### src/rtl/rtx_pkg.sv
package rtx_pkg;

   typedef enum logic [0:0] {
      RTX_IDLE  = 1'b0,
      RTX_SETUP = 1'b1
   } rtx_state_e;

   // inclusive range test used for the word-count window
   function automatic logic in_window(input int unsigned cnt,
                                      input int unsigned lo,
                                      input int unsigned hi);
      return (cnt >= lo) && (cnt <= hi);
   endfunction

endpackage

### src/rtl/rtx_word_cnt.sv
module rtx_word_cnt #(
   parameter int unsigned LIMIT = 16,
   localparam int unsigned CW   = $clog2(LIMIT + 1)
) (
   input  logic          clk,
   input  logic          rst_n,
   input  logic          clr,
   input  logic          inc,
   output logic [CW-1:0] cnt
);

   if (LIMIT < 1) begin : g_bad_limit
      $error("rtx_word_cnt: LIMIT must be at least 1");
   end

   localparam logic [CW-1:0] CMAX = CW'(LIMIT);

   always_ff @(posedge clk or negedge rst_n) begin
      if (!rst_n) begin
         cnt <= '0;
      end else if (clr) begin
         cnt <= '0;
      end else if (inc && (cnt != CMAX)) begin
         cnt <= cnt + 1'b1;
      end
   end

endmodule

### src/rtl/rtx_req_detect.sv
module rtx_req_detect (
   input  logic clk,
   input  logic rst_n,
   input  logic rt_n,
   input  logic ren_n,
   input  logic wen_n,
   output logic req,
   output logic en_ok
);

   logic rt_q;
   logic ren_q;
   logic wen_q;

   always_ff @(posedge clk or negedge rst_n) begin
      if (!rst_n) begin
         rt_q  <= 1'b1;
         ren_q <= 1'b1;
         wen_q <= 1'b1;
      end else begin
         rt_q  <= rt_n;
         ren_q <= ren_n;
         wen_q <= wen_n;
      end
   end

   // request on the first low sample following a high one
   assign req   = !rt_n && rt_q;
   // enables idle on this edge and the edge before it
   assign en_ok = ren_n && wen_n && ren_q && wen_q;

endmodule

### src/rtl/rtx_setup_seq.sv
module rtx_setup_seq
   import rtx_pkg::*;
#(
   parameter int unsigned SETUP_CYC = 2,
   localparam int unsigned SW       = $clog2(SETUP_CYC + 1)
) (
   input  logic clk,
   input  logic rst_n,
   input  logic clr,
   input  logic start,
   output logic busy,
   output logic ptr_rst
);

   if (SETUP_CYC < 1) begin : g_bad_setup
      $error("rtx_setup_seq: SETUP_CYC must be at least 1");
   end

   rtx_state_e    state;
   logic [SW-1:0] left;

   always_ff @(posedge clk or negedge rst_n) begin
      if (!rst_n) begin
         state   <= RTX_IDLE;
         left    <= '0;
         ptr_rst <= 1'b0;
      end else if (clr) begin
         state   <= RTX_IDLE;
         left    <= '0;
         ptr_rst <= 1'b0;
      end else begin
         ptr_rst <= 1'b0;
         case (state)
            RTX_IDLE: begin
               if (start) begin
                  state   <= RTX_SETUP;
                  left    <= SW'(SETUP_CYC - 1);
                  ptr_rst <= 1'b1;
               end
            end
            RTX_SETUP: begin
               if (left == '0) begin
                  state <= RTX_IDLE;
               end else begin
                  left <= left - 1'b1;
               end
            end
            default: state <= RTX_IDLE;
         endcase
      end
   end

   assign busy = (state == RTX_SETUP);

endmodule

### src/rtl/rtx_ctrl.sv
module rtx_ctrl
   import rtx_pkg::*;
#(
   parameter int unsigned DEPTH     = 16,
   parameter int unsigned SETUP_CYC = 2,
   parameter bit          FWFT      = 1'b0
) (
   input  logic clk,
   input  logic rst_n,
   input  logic prst_n,
   input  logic rt_n,
   input  logic ren_n,
   input  logic wen_n,
   output logic rptr_rst,
   output logic ef_low,
   output logic setup_busy,
   output logic rt_err
);

   localparam int unsigned D_EFF  = DEPTH + (FWFT ? 1 : 0);
   localparam int unsigned WIN_LO = 2;
   localparam int unsigned WIN_HI = D_EFF - 2;
   localparam int unsigned CW     = $clog2(D_EFF + 1);

   if (DEPTH < 4) begin : g_bad_depth
      $error("rtx_ctrl: DEPTH must be at least 4");
   end
   if (SETUP_CYC < 1) begin : g_bad_setup
      $error("rtx_ctrl: SETUP_CYC must be at least 1");
   end

   logic [CW-1:0] wr_cnt;
   logic [CW-1:0] rd_cnt;
   logic          rt_req;
   logic          en_ok;
   logic          win_ok;
   logic          accept;
   logic          legal;
   logic          start;
   logic          busy;

   rtx_word_cnt #(.LIMIT(D_EFF)) u_wr_cnt (
      .clk   (clk),
      .rst_n (rst_n),
      .clr   (!prst_n),
      .inc   (!wen_n),
      .cnt   (wr_cnt)
   );

   rtx_word_cnt #(.LIMIT(D_EFF)) u_rd_cnt (
      .clk   (clk),
      .rst_n (rst_n),
      .clr   (!prst_n),
      .inc   (!ren_n),
      .cnt   (rd_cnt)
   );

   rtx_req_detect u_req (
      .clk   (clk),
      .rst_n (rst_n),
      .rt_n  (rt_n),
      .ren_n (ren_n),
      .wen_n (wen_n),
      .req   (rt_req),
      .en_ok (en_ok)
   );

   assign win_ok = in_window(int'(wr_cnt), WIN_LO, WIN_HI)
                && in_window(int'(rd_cnt), WIN_LO, WIN_HI);
   assign accept = rt_req && !busy && prst_n;
   assign legal  = en_ok && win_ok;
   assign start  = accept && legal;

   rtx_setup_seq #(.SETUP_CYC(SETUP_CYC)) u_seq (
      .clk     (clk),
      .rst_n   (rst_n),
      .clr     (!prst_n),
      .start   (start),
      .busy    (busy),
      .ptr_rst (rptr_rst)
   );

   always_ff @(posedge clk or negedge rst_n) begin
      if (!rst_n) begin
         rt_err <= 1'b0;
      end else if (accept && !legal) begin
         rt_err <= 1'b1;
      end
   end

   assign setup_busy = busy;

   if (FWFT) begin : g_ef_fwft
      assign ef_low = 1'b0;
   end else begin : g_ef_std
      assign ef_low = busy;
   end

endmodule

### config.mk
export PLATFORM = sky130hd
export DESIGN_NAME = rtx_ctrl
export DESIGN_NICKNAME = d
export VERILOG_FILES = /design/src/rtl/rtx_pkg.sv /design/src/rtl/rtx_word_cnt.sv /design/src/rtl/rtx_req_detect.sv /design/src/rtl/rtx_setup_seq.sv /design/src/rtl/rtx_ctrl.sv
export SDC_FILE = /design/constraint.sdc
export NUM_CORES = 1
export LEC_CHECK = 0
export BUFFER_PORTS_ARGS = -buffer_cell sky130_fd_sc_hd__buf_2
export CAP_MARGIN = 0
export CORE_MARGIN = 1
export CORE_UTILIZATION = 44
export DETAILED_ROUTE_END_ITERATION = 6
export PLACE_DENSITY = 0.61
export SYNTH_ARGS = -nofsm -noshare
export SYNTH_HDL_FRONTEND = slang
export SYNTH_SLANG_ARGS = --single-unit
### constraint.sdc
create_clock -name clk -period 1.6 [get_ports clk]
set_input_delay 0.24 -clock clk [delete_from_list [all_inputs] [get_ports clk]]
set_output_delay 0.24 -clock clk [all_outputs]
set_load 0.02 [all_outputs]
* Word level (Yosys, flattened, before mapping)
Index checks and enable logic that the tools add are counted.
Word-level totals: flip-flop bits (word level) 18, input port bits 6, output and inout port bits 4, word-level logic and storage cells 58
Cells by class: $add $sub $neg 3, order comparisons 4, eq/ne operators 6, multiplexer cells 14, bitwise gates (word level) 1, reductions and logical operators 21
Operator list (count):
- two-way mux 5 bit | 4
- logical AND 1 bit | 14
- adder 5 x 1 -> 5 bit (second input constant) | 2
- greater-or-equal comparator 5 x 2 -> 1 bit (second input constant) | 2
- <= comparator 5 x 4 -> 1 bit (second input constant) | 2
- inequality test 5 bit (second input constant) | 2
- two-way mux 2 bit | 3
- inequality test 3 bit (second input constant) | 2
- zero test 1 bit | 5
- two-way mux 1 bit | 5
- inequality test 2 x 1 -> 1 bit (second input constant) | 2
- case mux 2 bit (2 select lines) | 1
- zero test 2 bit | 1
- case mux 1 bit (2 select lines) | 1
- AND reduction 2 bit | 1
- subtractor 2 x 1 -> 2 bit (second input constant) | 1
- NOT 1 bit | 1

* Logic depth before layout (Yosys ltp)
Gate-level depths: netlist of run 1.
depth after elaboration 8, mapped depth 6, gate-level depth less buffers 6

* By module
Synthesis of run 1 repeated with hierarchy kept, for this count alone.
Second synthesis, totals: cells, all modules 91, area, all modules 945.9 sq um
Modules (own cells, without submodules):
- rtx_word_cnt | instances 2, cells each 27, area an instance 276.5 sq um, seq. area each 125.1 sq um
- rtx_setup_seq | instances 1, cells each 17, area an instance 190.2 sq um, seq. area each 100.1 sq um
- rtx_ctrl | instances 1, cells each 15, area an instance 108.9 sq um, seq. area each 25.0 sq um
- rtx_req_detect | instances 1, cells each 5, area an instance 93.8 sq um, seq. area each 78.8 sq um

* Worst setup path after synthesis of run 1
No wires, ideal clock.
kind flip-flop to flip-flop, start register u_wr_cnt.cnt[0], end register u_seq.left[1], setup time 66 ps, arrival time 1362 ps, required time 1534 ps, path slack 172 ps, cell stages (with the launch flop) 7, path buffers 0, clock period less this slack 1428 ps, path through dfrtp_1 inv_1 ha_1 nor4_1 and4bb_2 nand3_2 a41o_1
Between the ends: longest elaborated chain between the ends 7, elaborated cells on any way between the ends 8, those cells by class 2 x order compare; 1 x eq/ne; 5 x reduce/logical
Ends and longest elaborated chain:
- start, declared | line rtx_word_cnt.sv:9 | output logic [CW-1:0] cnt
- start signal, assigned | line rtx_word_cnt.sv:24 | cnt <= cnt + 1'b1;
- greater-or-equal comparator 5 x 2 -> 1 bit / <= comparator 5 x 4 -> 1 bit (equally long branches) | line rtx_pkg.sv:12 | return (cnt >= lo) && (cnt <= hi);
- logical AND 1 bit * | line rtx_pkg.sv:12
- logical AND 1 bit * | line rtx_ctrl.sv:69 | && in_window(int'(rd_cnt), WIN_LO, WIN_HI);
- logical AND 1 bit * | line rtx_ctrl.sv:71 | assign legal = en_ok && win_ok;
- logical AND 1 bit * | line rtx_ctrl.sv:72 | assign start = accept && legal;
- inequality test 3 bit (no line) *
- AND reduction 2 bit (no line) *
- end signal, assigned | line rtx_setup_seq.sv:37 | left <= SW'(SETUP_CYC - 1);
- end signal, assigned | line rtx_setup_seq.sv:45 | left <= left - 1'b1;
- end, declared | line rtx_setup_seq.sv:20 | logic [SW-1:0] left;
Mark *: on every way between the ends. The rest lies on a longest branch, timed or not. A chain may end at the register's enable or synchronous reset.

* Worst setup path in the final report of run 1
Ends and elaborated chain as after synthesis.

==> metrics.md, run 1 <==
| Metric | Value |
|---|---|
| # rows | 16 |
| P&R area growth vs syn | 18.5% |
| Met1 wire length | 812 um |
| Die width | 47.6 um |
| WL met3 | 32 um |
| Die Ht | 47.6 um |
| Number of global-route vias before repair | 592 |
| CTS Sinks | 18 |
| Leak pwr | 0.000494 uW |
| Min-delay worst type | input pin to flip-flop |
| Final nets | 116 |
| Clock tree buffer depth | 2 |
| Mapped Area | 913 um2 |
| Library cells used by synthesis | 27 |
| H-tree levels | 1 |
| Placeable Area | 0.00196 mm2 |
| Pin count of the biggest net entering global routing | 19 |
| Yosys warnings | 0 |
| Max Used Layer | met4 |
| Headroom to the max-slew limit | 73.7% |
| Crit end category | flip-flop |
| CP startpoint kind | flip-flop |
| Commonest cells post-synth | dfrtp_1 (15), nor2_1 (11), inv_1 (10), ha_1 (7) |
| Dpl cells | 123 |
| Antenna-violating nets left | 0 |
| Final Non-Filler Cells | 129 |
| Max Cap Viol | 0 |
| I/O pin cnt | 10 |
| Layout cell share with drive strength beyond 1 | 26.5% |
| Final Core Density | 55.2% |
| Worst Hold Slack | 0.0696 ns |
| Mapped Cells | 86 |
| Via density | 5.08 |
| CTS tree | done |
| Vias | 655 |
| Async S/R FF share, synth | 100% |
| Drt pass-1 iters | 3 |
| Dominant cells by area after synthesis | dfrtp_1 (41%), ha_1 (9.6%), dfstp_2 (8.6%), nor2_1 (4.5%), inv_1 (4.1%) |
| Initial Util | 46.6% |
| Met2 WL post-DR | 728 um |
| CP Max Fanout | 4 |
| Dpl hpwl | 1.13 mm |
| Full die area | 0.00226 mm2 |
| Most common cell in the netlist | dfrtp_1 |
| Clk slew on worst S/H paths | 0.10 ns |
| Port Buffers | 9 |
| Fillers | 187 |
| Grt ovf | 0 |
| First-pass GRT wire length | 2.42 mm |
| Routed WL | 1.59 mm |
| DR iter-0 viols | 11 |
| Final-report setup violation count | 0 |
| Post-Synthesis Net Count | 99 |
| Initial antenna violation count | 0 |
| Top_reg_cell synth | dfrtp_1 |
| Global Route Usage Sum | 15.7% |
| Cts bufs inserted | 3 |
| Drt wl/cell | 12.3 um |
| Final worst-path cycle share | 92.8% |
| DRC viols | 0 |
| CP arrival | 1.67 ns |
| Tmin final | 1.48 ns |
| Area leader, netlist | dfrtp_1 |
| Register area share after synthesis | 49.7% |
| Worst IR Drop VDD | 0.587 mV |
| GPL Wtd Cong | 0.741 |
| Root Driver | clkbuf_4 |
| Least-Margin Pin Slew | 0.395 ns |
| Pwr dens | 806 mW/mm2 |
| Diode count | 0 |
| Slew Viols, Final | 0 |
| Synth top area share | 41.1% |
| Clk_lat worst skew | 0.28 ns |
| Final Hold Fails | 0 |
| Avg Inst Size Synth | 10.6 um2 |
| CP required | 1.78 ns |
| Kind of critical path | flip-flop to flip-flop |
| Number of synthesized register bits | 18 |
| Setup Skew | 0.00398 ns |
| Post-synth EDFFs | 0 |
| Status | completed |
| Fmax | 674 MHz |
## critical path, cell delays in order (launching register included)
cell	delay, ns
dfrtp_1	0.40
inv_1	0.10
ha_2	0.18
nor4_2	0.04
and4bb_2	0.34
nand3_4	0.09
a41o_1	0.25
## report_power, final
part	switching (uW)	internal, uW	total (uW)
combinational	62.7	51.2	114
clock	136	138	274
sequential	11.7	472	484
## final cells by class
cell class | instances | area [um2] | area share (%)
multi-input cells | 56 | 434 | 40.1
well taps | 27 | 33.8 | 3.12
repair buffers | 14 | 85.1 | 7.86
inverters | 10 | 37.5 | 3.47
clock buffers | 4 | 36.3 | 3.35
flip-flops and latches | 18 | 455 | 42.1
## cells by family after synthesis
family	Yosys count	share of synthesized area, %
xor+xnor	6	5.75
simple gates	29	19.2
compound gates	12	8.22
buf+inv	12	5.34
mux	2	2.19
flops	18	49.7
fa+ha+maj	7	9.59
## what timing repair did
action,4_1_cts,5_1_grt
hold endpoints to repair,15,0
setup buffers,0,1
setup endpoints to repair,0,3
hold buffers,1,0
gates resized for setup,0,5
## path summary, 6_finish.rpt
kind,start,endpoint,slack [ns],depth (start not counted)
max in group asynchronous,rst_n,u_req.wen_q,0.87,2
min in group asynchronous,rst_n,u_seq.ptr_rst,0.41,2
setup reg to reg,u_wr_cnt.cnt[0],u_seq.left[1],0.12,6
hold reg to reg,rt_err,rt_err,0.46,1
setup / recovery,u_wr_cnt.cnt[0],u_seq.left[1],0.12,6
hold / removal,rt_n,u_req.rt_q,0.07,1
## state kept, by name, summed over array words and instances, names as in the netlist
signal         count
rt_err             1
u_req.ren_q        1
u_wr_cnt.cnt       5
u_req.wen_q        1
u_seq.left         2
u_req.rt_q         1
u_seq.busy         1
u_seq.ptr_rst      1
u_rd_cnt.cnt       5
## metrics by stage
| stage | TNS [ns] | area, um2 | power (uW) | setup slack [ns] |
|---|---|---|---|---|
| floorplan | 0 | 913 | 550 | 0.172 |
| global placement | 0 | 1000 | 592 | 0.159 |
| detailed placement | 0 | 1000 | 594 | 0.0882 |
| CTS | 0 | 1050 | 872 | 0.0616 |
| global route | -0.000713 | 1080 | 919 | -0.000713 |
| finish | 0 | 1080 | 872 | 0.116 |
## per-layer routing
layer | GRT usage, % | vias up
li1 | - | 322
met1 | 20.0 | 322
met2 | 24.9 | 9
met3 | 3.40 | 2
met4 | 8.33 | 0
met5 | 0 | -
## placed cells by master (no fill, tap or decap), types with 3 or more instances in the layout
cell type / instances
dfrtp_1: 14
o21ai_0: 3
inv_1: 10
xor2_1: 4
dfstp_2: 3
buf_2: 9
a31oi_1: 3
clkbuf_4: 3
ha_1: 6
buf_4: 4
a21oi_1: 3
nor2_1: 11
nand3_1: 4
(Power assumes the default switching activity.)
==> run 2: changes to the inputs <==
CORE_MARGIN = 4   (was 1)
CORE_UTILIZATION = 55   (was 44)
PLACE_DENSITY = 0.74   (was 0.61)
==> run 2 against run 1 <==
Largest power group unchanged. Critical path depth down 1. Sequential cell count unchanged. Setup slack worse by 0.016 ns. Cell area down 3.1%. Non-clock buffer count unchanged. Cell count down 8.5%. Wire length up 4.2%. Largest cell class unchanged. Hold slack worse by 0.0064 ns. Core utilization up 13 points. Critical path type unchanged.
==> metrics.md, run 2 (synthesis results as in run 1) <==
| Metric | Value |
|---|---|
| H-tree levels | 1 |
| CP arrival | 1.74 ns |
| Vias | 649 |
| Final nets | 116 |
| Setup Skew | 0.00339 ns |
| Most frequent cells in the layout | dfrtp_1 (14), nor2_1 (11), inv_1 (10) |
| Final worst-path cycle share | 93.8% |
| Max Cap Viol | 0 |
| Critical path destination | u_seq.left[1] |
| Global Route Usage Sum | 15.7% |
| Placeable Area | 0.00154 mm2 |
| Power share of the clock group | 27.9% |
| Final instance area | 0.00105 mm2 |
| Initial antenna violation count | 0 |
| RR Startpoint | u_wr_cnt.cnt[1] |
| Most common cell after layout, fill and taps aside | dfrtp_1 |
| Headroom to the max-slew limit | 73.8% |
| Register area | 455 um2 |
| Clock tree buffer depth | 2 |
| DRC viols | 0 |
| Number of global-route vias before repair | 675 |
| Diode count | 0 |
| CP startpoint kind | flip-flop |
| Least-Margin Pin Slew | 0.389 ns |
| Cts bufs inserted | 3 |
| Switching part of the total | 25.0% |
| FF-to-FF setup slack | 0.1 ns |
| Fmax | 667 MHz |
| CP required | 1.84 ns |
| Routed WL | 1.65 mm |
| CTS tree | done |
| Clk_lat worst skew | 0.29 ns |
| # rows | 14 |
| DR iter-0 viols | 7 |
| Slew Viols, Final | 0 |
| Min-delay worst type | input pin to flip-flop |
| Drt wl/cell | 14.0 um |
| Full die area | 0.00238 mm2 |
| GPL Wtd Cong | 0.807 |
| CTS Sinks | 18 |
| CP Max Fanout | 6 |
| Initial Util | 59.3% |
| Final Hold Fails | 0 |
| Pin count of the biggest net entering global routing | 19 |
| Switching pwr | 207 uW |
| Die width | 48.8 um |
| Dpl hpwl | 1.21 mm |
| Critical path origin | u_wr_cnt.cnt[1] |
| Die Ht | 48.8 um |
| Via density | 5.50 |
| Power Total | 828 uW |
| Number of cells on the worst reg-to-reg path | 5 |
| P_int | 621 uW |
| Area after DPL | 990 um2 |
| Logic pwr share | 13.5% |
| First-pass GRT wire length | 2.86 mm |
| Clk slew on worst S/H paths | 0.09 ns |
| Crit end category | flip-flop |
| Layout cell share with drive strength beyond 1 | 24.5% |
| Fillers | 130 |
| Antenna-violating nets left | 0 |
| I/O pin cnt | 10 |
| Status | completed |
| Port Buffers | 9 |
| R2R Path End | u_seq.left[1] |
| Pwr dens | 790 mW/mm2 |
| Sequential fraction of design power | 58.6% |
| Largest regs | u_rd_cnt.cnt (5), u_wr_cnt.cnt (5), u_seq.left (2) |
| Kind of critical path | flip-flop to flip-flop |
| Grt ovf | 0 |
| Leak pwr | 0.000489 uW |
| Root Driver | clkbuf_4 |
| Multi-input gate area | 424 um2 |
| P&R area growth vs syn | 14.8% |
| Tmin final | 1.50 ns |
| Worst IR Drop VDD | 0.622 mV |
| Drt pass-1 iters | 4 |
| Final-report setup violation count | 0 |
[run 2: layout make-up]
| cell class | count | share of cell area, % |
|---|---|---|
| sequential | 18 | 43.4 |
| clock buffer | 4 | 2.51 |
| tap | 16 | 1.91 |
| inverter | 10 | 3.58 |
| multi-input combinational | 56 | 40.5 |
| timing repair buffer | 14 | 8.11 |
[run 2: per-layer routing]
metal  vias up  wire length (um)  track usage, %  share of wire (%)
met5         -                 0               0                  0
li1        324                 -               -                  -
met3         5                79            6.44                4.8
met1       312               711            17.1                 43
met4         0                42            8.07                2.5
met2         8               820            25.7                 50
[run 2: critical path: stages (launching register included)]
cell	delay, ns
dfrtp_2	0.45
ha_1	0.21
nor4_2	0.25
and4bb_2	0.27
nand3_2	0.09
a41o_1	0.18
[run 2: what timing repair did]
action / CTS / global route
hold buffers: 1 / 0
endpoints found under the setup margin: 0 / 2
gates resized for setup: 0 / 3
setup buffers: 0 / 1
hold endpoints to repair: 15 / 0
[run 2: how the worst min path moves through the flow]
stage | start | endpoint | slack [ns] | depth (start not counted)
2_1_floorplan | rst_n | rt_err | -0.06 | 0
3_3_place_gp | rst_n | u_rd_cnt.cnt[0] | 0.19 | 1
3_5_place_dp | rst_n | u_rd_cnt.cnt[0] | 0.19 | 1
4_1_cts | rt_n | u_req.rt_q | 0.05 | 1
5_1_grt | rt_n | u_req.rt_q | 0.04 | 1
6_report | rt_n | u_req.rt_q | 0.06 | 1
[run 2: metrics by stage]
step                      util, %  setup slack (ns)  setup TNS [ns]  hold slack, ns  std cells
after global routing         68.0          -0.00368        -0.00368          0.0403        118
final                        68.0            0.0997               0          0.0632        118
after floorplan                 -             0.172               0         -0.0556         86
after detailed placement     64.2             0.103               0           0.189        112
after global placement       64.2             0.164               0           0.188        112
after CTS                    66.6            0.0779               0          0.0452        117
[run 2: power groups by stage]
stage               clock, uW  sequential [uW]  combinational [uW]
floorplan                   0              495                55.5
global placement            0              492                96.9
detailed placement          0              494                 102
CTS                       248              485                 105
global route              264              488                 127
finish                    231              485                 112
==> run 3: changes to the inputs <==
CORE_UTILIZATION = 45   (was 55)
PLACE_DENSITY = 0.62   (was 0.74)
==> run 3 against run 2 <==
Sequential share of layout area down 0.26 points. Sequential cell count unchanged. Hold slack better by 0.011 ns. Combinational power down 5%. Critical path depth unchanged. Setup slack worse by 0.0089 ns. Maximum frequency down 0.59%. Largest power group unchanged. First-iteration DRC count down 29%. Sequential power about the same. Wire length down 7.3%. Critical endpoint unchanged. Largest cell class unchanged.
==> metrics.md, run 3 (synthesis results as in run 1) <==
| Metric | Value |
|---|---|
| H-tree levels | 1 |
| Slowest CP cell | dfrtp_2 |
| Final Hold Fails | 0 |
| Cell Chain, Critical Path | ha_1 > nor4_2 > and4bb_2 > nand3_2 > a41o_1 |
| P&R area growth vs syn | 15.5% |
| DR iter-0 viols | 5 |
| Die width | 53.1 um |
| Most common cell after layout, fill and taps aside | dfrtp_1 |
| Clk slew on worst S/H paths | 0.10 ns |
| Kind of critical path | flip-flop to flip-flop |
| CTS tree | done |
| Cts bufs inserted | 3 |
| Antenna-violating nets left | 0 |
| Number of cells on the worst reg-to-reg path | 5 |
| CP startpoint kind | flip-flop |
| Drt wl/cell | 11.9 um |
| Largest stage delay on the critical path | 0.46 ns |
| Min-delay worst type | input pin to flip-flop |
| Global Route Usage Sum | 13.0% |
| Initial antenna violation count | 0 |
| P_int | 619 uW |
| Hold path start | rt_n |
| Most frequent cells in the layout | dfrtp_1 (14), nor2_1 (11), inv_1 (10) |
| Worst IR Drop VDD | 0.460 mV |
| Final nets | 116 |
| Root Driver | clkbuf_4 |
| Placeable Area | 0.00194 mm2 |
| First-pass GRT wire length | 2.62 mm |
| Hold depth | 1 |
| # rows | 16 |
| Final Core Density | 54.3% |
| I/O pin cnt | 10 |
| Vias | 644 |
| CP Max Fanout | 7 |
| Initial Util | 47.0% |
| Grt ovf | 0 |
| Sequential fraction of design power | 59.1% |
| Crit end category | flip-flop |
| Diode count | 0 |
| Tmin final | 1.51 ns |
| Hold Path Sink | u_req.rt_q |
| Switching part of the total | 24.7% |
| Unrepaired setup endpoints after global routing | no |
| Fmax | 663 MHz |
| Number of global-route vias before repair | 619 |
| Layout cell share with drive strength beyond 1 | 23.5% |
| DRC viols | 0 |
| Final-report setup violation count | 0 |
| Clk_lat worst skew | 0.28 ns |
| Full die area | 0.00281 mm2 |
| Final instance area | 0.00105 mm2 |
| Final worst-path cycle share | 94.3% |
| Pwr dens | 779 mW/mm2 |
| Power share of the clock group | 27.9% |
| Routed WL | 1.53 mm |
| Largest regs | u_rd_cnt.cnt (5), u_wr_cnt.cnt (5), u_seq.left (2) |
| Max Cap Viol | 0 |
| Leak pwr | 0.000489 uW |
| Dpl cells | 123 |
| Drt pass-1 iters | 4 |
| Final Non-Filler Cells | 129 |
| Headroom to the max-slew limit | 73.4% |
| Die Ht | 53.1 um |
| Setup Skew | 0.000805 ns |
| Setup_tns | 0 ns |
| CTS Sinks | 18 |
| GPL Wtd Cong | 0.706 |
| R2R Path End | u_seq.left[1] |
| Switching pwr | 203 uW |
| Logic pwr share | 12.9% |
| FF-to-FF setup slack | 0.09 ns |
| Pin count of the biggest net entering global routing | 19 |
| Slew Viols, Final | 0 |
| Via density | 4.99 |
| Port Buffers | 9 |
| Dpl hpwl | 1.15 mm |
| Area after DPL | 0.00100 mm2 |
| RR Startpoint | u_wr_cnt.cnt[1] |
| CP arrival | 1.74 ns |
| Least-Margin Pin Slew | 0.399 ns |
| CP required | 1.83 ns |
| Clock tree buffer depth | 2 |
| Status | completed |
run 3: power groups by stage:
| stage | clock (uW) | sequential [uW] | combinational, uW |
|---|---|---|---|
| floorplan | 0 | 495 | 55.5 |
| global placement | 0 | 493 | 98.0 |
| detailed placement | 0 | 494 | 100 |
| CTS | 246 | 486 | 103 |
| global route | 263 | 488 | 120 |
| finish | 230 | 486 | 106 |
run 3: routing by layer:
metal | vias up | global-route usage, % | part of all wire (%)
met3 | 2 | 3.38 | 2.4
met5 | - | 0 | 0
met1 | 316 | 16.6 | 46
li1 | 322 | - | -
met2 | 4 | 20.7 | 51
met4 | 0 | 5.11 | 0.65
run 3: worst max-delay path, delay by kind of cell (launching register included):
kind | cells | cell delay (ns)
simple gates | 3 | 0.62
flops | 1 | 0.46
fa+ha+maj | 1 | 0.21
compound gates | 1 | 0.17
run 3: metrics by stage:
stage                     total power [uW]  hold WS, ns  setup WS, ns
after floorplan                        550      -0.0556         0.172
after global routing                   871       0.0470        0.0114
after detailed placement               594        0.185         0.112
after CTS                              834       0.0549        0.0811
after global placement                 591        0.184         0.167
final                                  822       0.0738        0.0908
run 3: worst max path at each step:
stage / endpoint / slack [ns] / start / cells past startpoint
finish: u_seq.left[1] / 0.09 / u_wr_cnt.cnt[1] / 5
global route: u_seq.left[1] / 0.01 / u_wr_cnt.cnt[1] / 5
CTS: u_seq.left[1] / 0.08 / u_wr_cnt.cnt[1] / 5
detailed placement: u_seq.left[1] / 0.11 / u_wr_cnt.cnt[1] / 5
global placement: u_seq.left[1] / 0.17 / u_rd_cnt.cnt[1] / 5
floorplan: u_seq.left[1] / 0.17 / u_wr_cnt.cnt[0] / 6
run 3: layout make-up:
cell class | count | area, um2
Fill cell | 187 | 887
Sequential cell | 18 | 455
Multi-Input combinational cell | 56 | 417
Timing Repair Buffer | 14 | 85.1
Inverter | 10 | 37.5
Tap cell | 27 | 33.8
Clock buffer | 4 | 26.3
run 3: repair_timing:
item / CTS / global route
endpoints found under the setup margin: 0 / 2
buffers inserted: 0 / 1
gates resized for setup: 0 / 2
hold buffers: 1 / 0
endpoints found under the hold margin: 15 / 0
